### src/rtl/rxf_pkg.sv
package rxf_pkg;

  localparam int SLOT_W   = 20;
  localparam int TMO_W    = 12;
  localparam int SLOT_LO  = 3;
  localparam int SLOT_HI  = 12;
  localparam int NSLOT    = SLOT_HI - SLOT_LO + 1;

  typedef struct packed {
    logic [TMO_W-1:0] tmo;
    logic             size20;
    logic [NSLOT-1:0] slot_mask;
    logic             compact;
    logic             fifo_en;
    logic             en;
  } rx_ctrl_t;

  function automatic rx_ctrl_t fn_decode(input logic [31:0] w);
    rx_ctrl_t c;
    c.en        = w[0];
    c.fifo_en   = w[1];
    c.compact   = w[2];
    c.slot_mask = w[SLOT_HI:SLOT_LO];
    c.size20    = w[13];
    c.tmo       = w[28:17];
    return c;
  endfunction

  function automatic logic fn_slot_hit(input logic [NSLOT-1:0] mask,
                                       input logic [3:0] id);
    logic hit;
    hit = 1'b0;
    for (int i = 0; i < NSLOT; i++)
      if (id == 4'(i + SLOT_LO)) hit = mask[i];
    return hit;
  endfunction

  function automatic logic [15:0] fn_top16(input logic [SLOT_W-1:0] d);
    return d[SLOT_W-1:SLOT_W-16];
  endfunction

  function automatic logic [31:0] fn_norm_word(input logic [SLOT_W-1:0] d,
                                               input logic size20);
    return size20 ? {{(32-SLOT_W){1'b0}}, d} : {16'h0, fn_top16(d)};
  endfunction

endpackage

### src/rtl/rxf_slot_packer.sv
module rxf_slot_packer
  import rxf_pkg::*;
(
  input  logic              clk,
  input  logic              rst_n,
  input  rx_ctrl_t          cfg,
  input  logic              slot_stb,
  input  logic [3:0]        slot_id,
  input  logic [SLOT_W-1:0] slot_data,
  output logic              push_req,
  output logic [31:0]       push_word,
  output logic              pend
);

  logic        accept;
  logic [15:0] half_q;

  assign accept   = cfg.en && slot_stb && fn_slot_hit(cfg.slot_mask, slot_id);
  assign push_req = accept && (!cfg.compact || pend);

  always_comb begin
    if (cfg.compact) push_word = {fn_top16(slot_data), half_q};
    else             push_word = fn_norm_word(slot_data, cfg.size20);
  end

  always_ff @(posedge clk or negedge rst_n) begin
    if (!rst_n) begin
      pend   <= 1'b0;
      half_q <= '0;
    end else if (!cfg.en || !cfg.compact) begin
      pend <= 1'b0;
    end else if (accept) begin
      if (!pend) begin
        pend   <= 1'b1;
        half_q <= fn_top16(slot_data);
      end else begin
        pend <= 1'b0;
      end
    end
  end

endmodule

### src/rtl/rxf_fifo.sv
module rxf_fifo #(
  parameter int DEPTH = 8
) (
  input  logic                     clk,
  input  logic                     rst_n,
  input  logic                     deep,
  input  logic                     push,
  input  logic [31:0]              wdata,
  input  logic                     pop_req,
  output logic [31:0]              rdata,
  output logic                     empty,
  output logic                     half,
  output logic                     full,
  output logic                     push_ok,
  output logic                     pop_ok,
  output logic [$clog2(DEPTH):0]   count
);

  localparam int AW = $clog2(DEPTH);
  localparam logic [AW:0] LIM_DEEP  = (AW+1)'(DEPTH);
  localparam logic [AW:0] HALF_DEEP = (AW+1)'(DEPTH / 2);

  logic [31:0]   mem [DEPTH];
  logic [AW-1:0] wp, rp;
  logic [AW:0]   lim, half_lvl;

  assign lim      = deep ? LIM_DEEP  : (AW+1)'(1);
  assign half_lvl = deep ? HALF_DEEP : (AW+1)'(1);
  assign empty    = (count == '0);
  assign full     = (count >= lim);
  assign half     = (count >= half_lvl);
  assign pop_ok   = pop_req && !empty;
  assign push_ok  = push && (!full || pop_ok);
  assign rdata    = mem[rp];

  always_ff @(posedge clk) begin
    if (push_ok) mem[wp] <= wdata;
  end

  always_ff @(posedge clk or negedge rst_n) begin
    if (!rst_n) begin
      wp    <= '0;
      rp    <= '0;
      count <= '0;
    end else begin
      if (push_ok) wp <= wp + 1'b1;
      if (pop_ok)  rp <= rp + 1'b1;
      case ({push_ok, pop_ok})
        2'b10:   count <= count + 1'b1;
        2'b01:   count <= count - 1'b1;
        default: count <= count;
      endcase
    end
  end

endmodule

### src/rtl/rxf_timeout.sv
module rxf_timeout
  import rxf_pkg::*;
(
  input  logic             clk,
  input  logic             rst_n,
  input  logic             armed,
  input  logic             activity,
  input  logic             frame_stb,
  input  logic [TMO_W-1:0] tmo_val,
  output logic             hit
);

  logic [TMO_W-1:0] cnt;

  assign hit = armed && !activity && frame_stb && (tmo_val != '0) &&
               (cnt == tmo_val - 1'b1);

  always_ff @(posedge clk or negedge rst_n) begin
    if (!rst_n)                     cnt <= '0;
    else if (activity || !armed)    cnt <= '0;
    else if (frame_stb && cnt != tmo_val) cnt <= cnt + 1'b1;
  end

endmodule

### src/rtl/rxf_capture.sv
module rxf_capture
  import rxf_pkg::*;
#(
  parameter int DEPTH    = 8,
  parameter int CHAN_IDX = 0
) (
  input  logic        clk,
  input  logic        rst_n,
  input  logic        ctrl_we,
  input  logic [31:0] ctrl_wdata,
  input  logic        clr_we,
  input  logic [7:0]  clr_wdata,
  input  logic        frame_stb,
  input  logic        slot_stb,
  input  logic [3:0]  slot_id,
  input  logic [19:0] slot_data,
  input  logic        rd_stb,
  output logic [31:0] rd_data,
  output logic        st_empty,
  output logic        st_half,
  output logic        st_full,
  output logic        st_busy,
  output logic        irq_rx,
  output logic        irq_ovr,
  output logic        irq_tmo
);

  localparam int CW = $clog2(DEPTH) + 1;

  logic [31:0] ctrl_q;
  rx_ctrl_t    cfg;
  logic        push_req, push_ok, pop_ok, tmo_hit, ovr_ev;
  logic        clr_ovr, clr_tmo;
  logic [31:0] push_word;
  logic [CW-1:0] count;

  assign cfg = fn_decode(ctrl_q);

  always_ff @(posedge clk or negedge rst_n) begin
    if (!rst_n)       ctrl_q <= '0;
    else if (ctrl_we) ctrl_q <= ctrl_wdata;
  end

  rxf_slot_packer u_pack (
    .clk(clk), .rst_n(rst_n), .cfg(cfg),
    .slot_stb(slot_stb), .slot_id(slot_id), .slot_data(slot_data),
    .push_req(push_req), .push_word(push_word), .pend(st_busy)
  );

  rxf_fifo #(.DEPTH(DEPTH)) u_fifo (
    .clk(clk), .rst_n(rst_n), .deep(cfg.fifo_en),
    .push(push_req), .wdata(push_word), .pop_req(rd_stb),
    .rdata(rd_data), .empty(st_empty), .half(st_half), .full(st_full),
    .push_ok(push_ok), .pop_ok(pop_ok), .count(count)
  );

  rxf_timeout u_tmo (
    .clk(clk), .rst_n(rst_n),
    .armed(!st_empty && !st_half), .activity(push_ok || pop_ok),
    .frame_stb(frame_stb), .tmo_val(cfg.tmo), .hit(tmo_hit)
  );

  assign ovr_ev  = push_req && !push_ok;
  assign clr_ovr = clr_we && clr_wdata[CHAN_IDX];
  assign clr_tmo = clr_we && clr_wdata[CHAN_IDX + 4];
  assign irq_rx  = st_half;

  always_ff @(posedge clk or negedge rst_n) begin
    if (!rst_n) begin
      irq_ovr <= 1'b0;
      irq_tmo <= 1'b0;
    end else begin
      irq_ovr <= (irq_ovr && !clr_ovr) || ovr_ev;
      irq_tmo <= (irq_tmo && !clr_tmo) || tmo_hit;
    end
  end

endmodule

### config.mk
export PLATFORM = sky130hd
export DESIGN_NAME = rxf_capture
export DESIGN_NICKNAME = d
export VERILOG_FILES = /design/src/rtl/rxf_pkg.sv /design/src/rtl/rxf_slot_packer.sv /design/src/rtl/rxf_fifo.sv /design/src/rtl/rxf_timeout.sv /design/src/rtl/rxf_capture.sv
export SDC_FILE = /design/constraint.sdc
export NUM_CORES = 1
export LEC_CHECK = 0
export BUFFER_PORTS_ARGS = -buffer_cell sky130_fd_sc_hd__buf_4
export CAP_MARGIN = 20
export CORE_ASPECT_RATIO = 0.6
export CORE_MARGIN = 3
export CORE_UTILIZATION = 54
export DETAILED_ROUTE_END_ITERATION = 8
export GPL_TIMING_DRIVEN = 0
export PLACE_DENSITY_LB_ADDON = 0.2
export SKIP_LAST_GASP = 1
export SLEW_MARGIN = 0
export SYNTH_ARGS = -nofsm -noshare
export SYNTH_HDL_FRONTEND = slang
export SYNTH_SLANG_ARGS = --single-unit
### constraint.sdc
create_clock -name clk -period 5.06 [get_ports clk]
set_clock_uncertainty 0.05 [all_clocks]
set_input_delay 0 -clock clk [delete_from_list [all_inputs] [get_ports clk]]
set_output_delay 0 -clock clk [all_outputs]
set_load 0.1 [all_outputs]
# After elaboration in Yosys (flattened, before gate mapping)

Memories as Yosys holds them, arrays and structs flattened.
Index checks and enable logic that the tools add are counted.

Memory bits (writable): 256
Logic and storage cells: 95
Output and inout port bits: 39
Memories: 1
Flip-flop bits (word level): 70

Eq/ne operators: 14
$add $sub $neg: 6
Muxes and demuxes: 22
Bitwise operators: 2
Reductions and logical operators: 39
$lt $le $gt $ge: 2

Memory list:

| name       | depth | bits a word | rd ports | clocked after Yosys merged registers in | write ports | line           | source |
|---|---|---|---|---|---|---|---|
| u_fifo.mem | 8     | 32          | 1        | 0                                       | 1           | rxf_fifo.sv:23 | `logic [31:0] mem [DEPTH];` |

Operators by type and width:

| kind                                                                  | number |
|---|---|
| 32-bit two-way mux                                                    | 1 |
| 12-bit two-way mux                                                    | 2 |
| 4-bit == test (second input constant)                                 | 5 |
| 20-bit two-way mux                                                    | 1 |
| 4-bit by 3-bit == test with 1-bit output (second input constant)      | 4 |
| 1-bit logical AND                                                     | 16 |
| 1-bit two-way mux                                                     | 15 |
| 12-bit by 1-bit adder with 12-bit output (second input constant)      | 1 |
| 12-bit == test                                                        | 1 |
| 12-bit inequality test                                                | 1 |
| 12-bit nonzero test                                                   | 1 |
| 12-bit by 1-bit subtractor with 12-bit output (second input constant) | 1 |
| 1-bit zero test                                                       | 10 |
| 4-bit >= comparator                                                   | 2 |
| 4-bit one-hot mux with 2 select lines                                 | 1 |
| 1-bit logical OR                                                      | 7 |
| 3-bit by 1-bit adder with 3-bit output (second input constant)        | 2 |
| 2-bit nonzero test                                                    | 3 |
| 4-bit by 1-bit adder with 4-bit output (second input constant)        | 1 |
| 4-bit by 2-bit == test with 1-bit output (second input constant)      | 1 |
| 4-bit zero test                                                       | 1 |
| 4-bit two-way mux                                                     | 1 |
| 4-bit by 1-bit subtractor with 4-bit output (second input constant)   | 1 |
| 3-bit two-way mux                                                     | 1 |
| other kinds (4)                                                       | 5 |

# Logic depth before layout (Yosys ltp)

Depth after elaboration: 21
Depth in mapped cells: 13
Gate-level depth less buffers: 12

# By module

Synthesis repeated with hierarchy kept, for this count alone.

Cells, all modules: 805
Area, all modules: 13987.2 um^2

By module, submodules not included:

| module          | area each (um^2) | times used | cells each | seq. area each (um^2) |
|---|---|---|---|---|
| rxf_fifo        | 10329.9          | 1          | 448        | 7937.6 |
| rxf_slot_packer | 1407.6           | 1          | 165        | 425.4 |
| rxf_capture     | 1164.9           | 1          | 65         | 700.7 |
| rxf_timeout     | 1084.8           | 1          | 127        | 300.3 |

# Least setup slack after synthesis

Ideal clock, no wire load.

Kind: reg2reg
From: reg u_fifo.count[1]
To: reg u_fifo.count[3]
Path buffers: 0
Arrival: 5555 ps
Path slack: -672 ps
Cell stages (with the launch flop): 12
Setup time: 127 ps
Required time: 4883 ps
Path through: dfrtp_1 nor4_1 nor2b_1 o21ai_0 inv_1 ha_1 a21o_1 a21oi_1 nand3_1 o221ai_1 a211oi_1 xnor2_1

Cells in the longest elaborated chain, start to end: 7
Elaborated cells on any way between the ends: 13
Those cells by class: add/sub: 2; order compare: 1; eq/ne: 2; mux: 1; reduce/logical: 7

Ends and longest elaborated chain:

| item                                                                               | line              | source |
|---|---|---|
| start: declaration                                                                 | rxf_fifo.sv:16    | `output logic [$clog2(DEPTH):0] count` |
| start signal: assignment                                                           | rxf_fifo.sv:49    | `2'b10: count <= count + 1'b1;` |
| start signal: assignment                                                           | rxf_fifo.sv:50    | `2'b01: count <= count - 1'b1;` |
| start signal: assignment                                                           | rxf_fifo.sv:51    | `default: count <= count;` |
| 4-bit zero test (*)                                                                | rxf_fifo.sv:29    | `assign empty = (count == '0);` |
| via st_empty                                                                       | rxf_capture.sv:19 | `output logic st_empty,` |
| 1-bit zero test (*)                                                                | rxf_fifo.sv:32    | `assign pop_ok = pop_req && !empty;` |
| 1-bit logical AND (*)                                                              | rxf_fifo.sv:32    |  |
| 1-bit logical OR                                                                   | rxf_fifo.sv:33    | `assign push_ok = push && (!full \|\| pop_ok);` |
| 1-bit logical AND                                                                  | rxf_fifo.sv:33    |  |
| 2-bit by 1-bit == test with 1-bit output / 2-bit == test (equally long branches)   | rxf_fifo.sv:48    | `case ({push_ok, pop_ok})` |
| 4-bit one-hot mux with 2 select lines / 2-bit nonzero test (equally long branches) | --                |  |

Mark *: on every way through the listed nets, which the timed path passes. The rest lies on a longest branch.
A chain may end at the register's enable or synchronous reset.

# Worst setup path after layout

From: reg u_fifo.count[0]
To: mem u_fifo.mem[2][6], enable pin

Cells in the longest elaborated chain, start to end: 7
Elaborated cells on any way between the ends: 9
Those cells by class: order compare: 1; mux: 2; reduce/logical: 6

Ends and longest elaborated chain:

| item                                                        | line           | source |
|---|---|---|
| branches (longest 3 deep; another with 4-bit >= comparator) | --             |  |
| 1-bit logical OR (*)                                        | rxf_fifo.sv:33 |  |
| 1-bit logical AND (*)                                       | rxf_fifo.sv:33 |  |
| 1-bit two-way mux (*)                                       | rxf_fifo.sv:37 | `if (push_ok) mem[wp] <= wdata;` |
| 1-bit two-way mux (implied by the code) (*)                 | rxf_fifo.sv:37 |  |
| end: declaration                                            | rxf_fifo.sv:23 |  |

Mark *: on every way between the ends.

==> results.toml <==
[cells_and_area]
layout_commonest_cell = "edfxtp_1"
layout_common_cells = "edfxtp_1, buf_4, dfrtp_1"
insertedDiodeCount = 0
layout-drive-gt1-share_pct = 30.98
final_cells = 1329
nets = 1069
syn_to_final_growth_pct = 21.78
fin_util_pct = 67.54
final_area_um2 = 16510

[setup_path]
critPathBufInv = 3
crit_family = "simple AND/OR/NAND/NOR gates"
startpoint_type = "flip-flop"
critical_path_arrival_ns = 4.22
slowest_delay_ns = 0.94
slowest_stage = "nor3b_2"
critPathRequiredTime_ns = 5.26
crit_type = "flip-flop to flip-flop"
crit_chain = "inv_1 > ha_1 > or4b_1 > a21oi_1 > nor2_1 > nor3_2 > nand2b_1 > nor3b_2 > buf_6 > buf_6"
cpMostUsedCell = "buf_6"
crit_fanout = 10
end_kind = "flip-flop"

[floorplan]
fp.coreArea_um2 = 24440
die_w_um = 210.6
ioPinCount = 110
rows = 44
die-area_um2 = 27100
die_y_um = 128.7
start_util_pct = 55.46

[sta]
slew_violations = 0
worst_pin_slew_ns = 1.088
tns_ns = 0
setup_ws_ns = 1.039
fmax_mhz = 248.7
finalSetupViolCount = 0
finalHoldViolations = 0
period_share_pct = 79.46
relSlewSlack_pct = 27.14
rsz0062_at_grt = "no"
period_needed_ns = 4.021
fin_hold_ws_ns = 0.04652

[pwr]
leakage_nw = 5.871
p_total_mw = 8.991
power_per_cell_area_nw_per_um2 = 544.6
peakVddDrop_v = 0.0005035

[synth]
synthCells = 775
postSynthAreaPerCell_um2 = 17.49
synth.net_count = 857
ys_seq_elements = 323
yosysUniqueCellTypes = 55
synth.yosys.warnings = 0
async_reset_ff_share_pct = 20.74
synth_seq_area_share_pct = 69.07
ys.flop_type = "edfxtp_1"
synth_edf_count = 256
syn-cell-area_um2 = 13560

[drt]
postRouteAntennaNets = 0
routed_wl_mm = 30.69
firstDrtPassIters = 7
via_count = 7847
drc = 0
wl_per_cell_um = 23.09
drt-initial-drc-count = 670
vias_per_cell = 5.904

[clock_tree]
cts_resized = 0
clockBufferDepth = 3
cts-buffers-inserted = 29
h-tree-depth = 1
cts_tree = "yes"
cts.clk_slew.worst_paths_ns = 0.06
cts_root_buf = "clkbuf_16"
clk_latency_ns = 0.54
clock-sinks = 323

[grt]
grt_max_degree = 68
grt_usage_pct = 23.15
grt_antenna_before_repair = 0
grt_pass1_vias = 8167
busiest_layer = "met2"
grt.met1_usage_pct = 33.41
overflow = 0
use_met3_pct = 3.460
grt_pass1_wl_mm = 47.36
use_met2_pct = 38.24

[hold_path]
hold_path_class = "input port to async pin"

[placement]
gp_congestion = 0.8435
dp_hpwl_mm = 20.47
place_worst_setup_slack_ns = 1.053
io_buffers = 95
post-place-cells = 1212
place_area_um2 = 14990

[run]
drv_cap = 0

[outcome]
status = "complete, no violations"
==> power by group <==
part	switching, mW	internal, mW	total [mW]
logic	2.59	1.19	3.78
clock network	0.912	1.10	2.01
registers	0.113	3.09	3.20
total	3.62	5.38	8.99
==> cells by family (layout without fill, tap and decap cells) <==
family / Yosys count / after routing / synth area share, %
buffers and inverters: 57 / 289 / 1.726
and+or+nand+nor: 136 / 136 / 5.242
adders and majority gates: 11 / 11 / 1.071
AOI/OAI and AO/OA: 58 / 58 / 2.612
muxes: 156 / 156 / 18.08
xor gates and xnor gates: 34 / 34 / 2.197
DFF: 323 / 323 / 69.07
==> layout make-up <==
| class | count | area, um2 |
|---|---|---|
| buffer | 39 | 166.4 |
| inverter | 18 | 67.56 |
| tap | 322 | 402.9 |
| clock inverter | 11 | 63.81 |
| clock buffer | 40 | 797.0 |
| sequential | 323 | 9364 |
| timing repair buffer | 181 | 1638 |
| fill | 1632 | 7934 |
| multi-input combinational | 395 | 4010 |
==> flip-flops by register name, summed over array words and instances (netlist names) <==
name,cells
ctrl_q,26
irq_ovr,1
irq_tmo,1
u_fifo.count,4
u_fifo.mem,256
u_fifo.rp,3
u_fifo.wp,3
u_pack.half_q,16
u_pack.pend,1
u_tmo.cnt,12
==> repair_timing <==
item	in CTS	in global routing
setup buffers	0	0
hold endpoints to repair	190	0
hold buffers	64	0
==> cell usage after synthesis (all sizes together), types with 16 or more instances <==
library cell | count | area [um2]
edfxtp | 256 | 7687
mux2 | 71 | 799.5
dfrtp | 67 | 1677
mux4 | 64 | 1441
nand2 | 50 | 187.7
o21ai | 33 | 165.2
xnor2 | 24 | 210.2
clkbuf | 23 | 86.33
mux2i | 21 | 210.2
inv | 18 | 67.56
nor2 | 18 | 67.56
buf | 16 | 80.08
==> routing by layer <==
layer  share of wire [%]  up-vias
li1                    -     3447
met1                  43     4083
met2                  49      270
met3                 5.8       47
met4                 1.8        0
met5                   0        -
==> path summary, 6_finish.rpt <==
kind	cells past startpoint	to	slack (ns)	from
setup / recovery	10	u_fifo.mem[2][6]$_DFFE_PP_	1.04	u_fifo.count[0]$_DFFE_PN0P_
hold / removal	2	ctrl_q[3]$_DFFE_PN0P_	0.05	rst_n
setup reg to reg	10	u_fifo.mem[2][6]$_DFFE_PP_	1.04	u_fifo.count[0]$_DFFE_PN0P_
hold reg to reg	1	u_pack.half_q[13]$_DFFE_PN0P_	0.44	u_pack.half_q[13]$_DFFE_PN0P_
max in group asynchronous	2	u_pack.half_q[13]$_DFFE_PN0P_	4.30	rst_n
min in group clk	5	u_fifo.count[3]$_DFFE_PN0P_	0.05	slot_id[1]
Note: power is estimated with default switching activity, not from simulation.
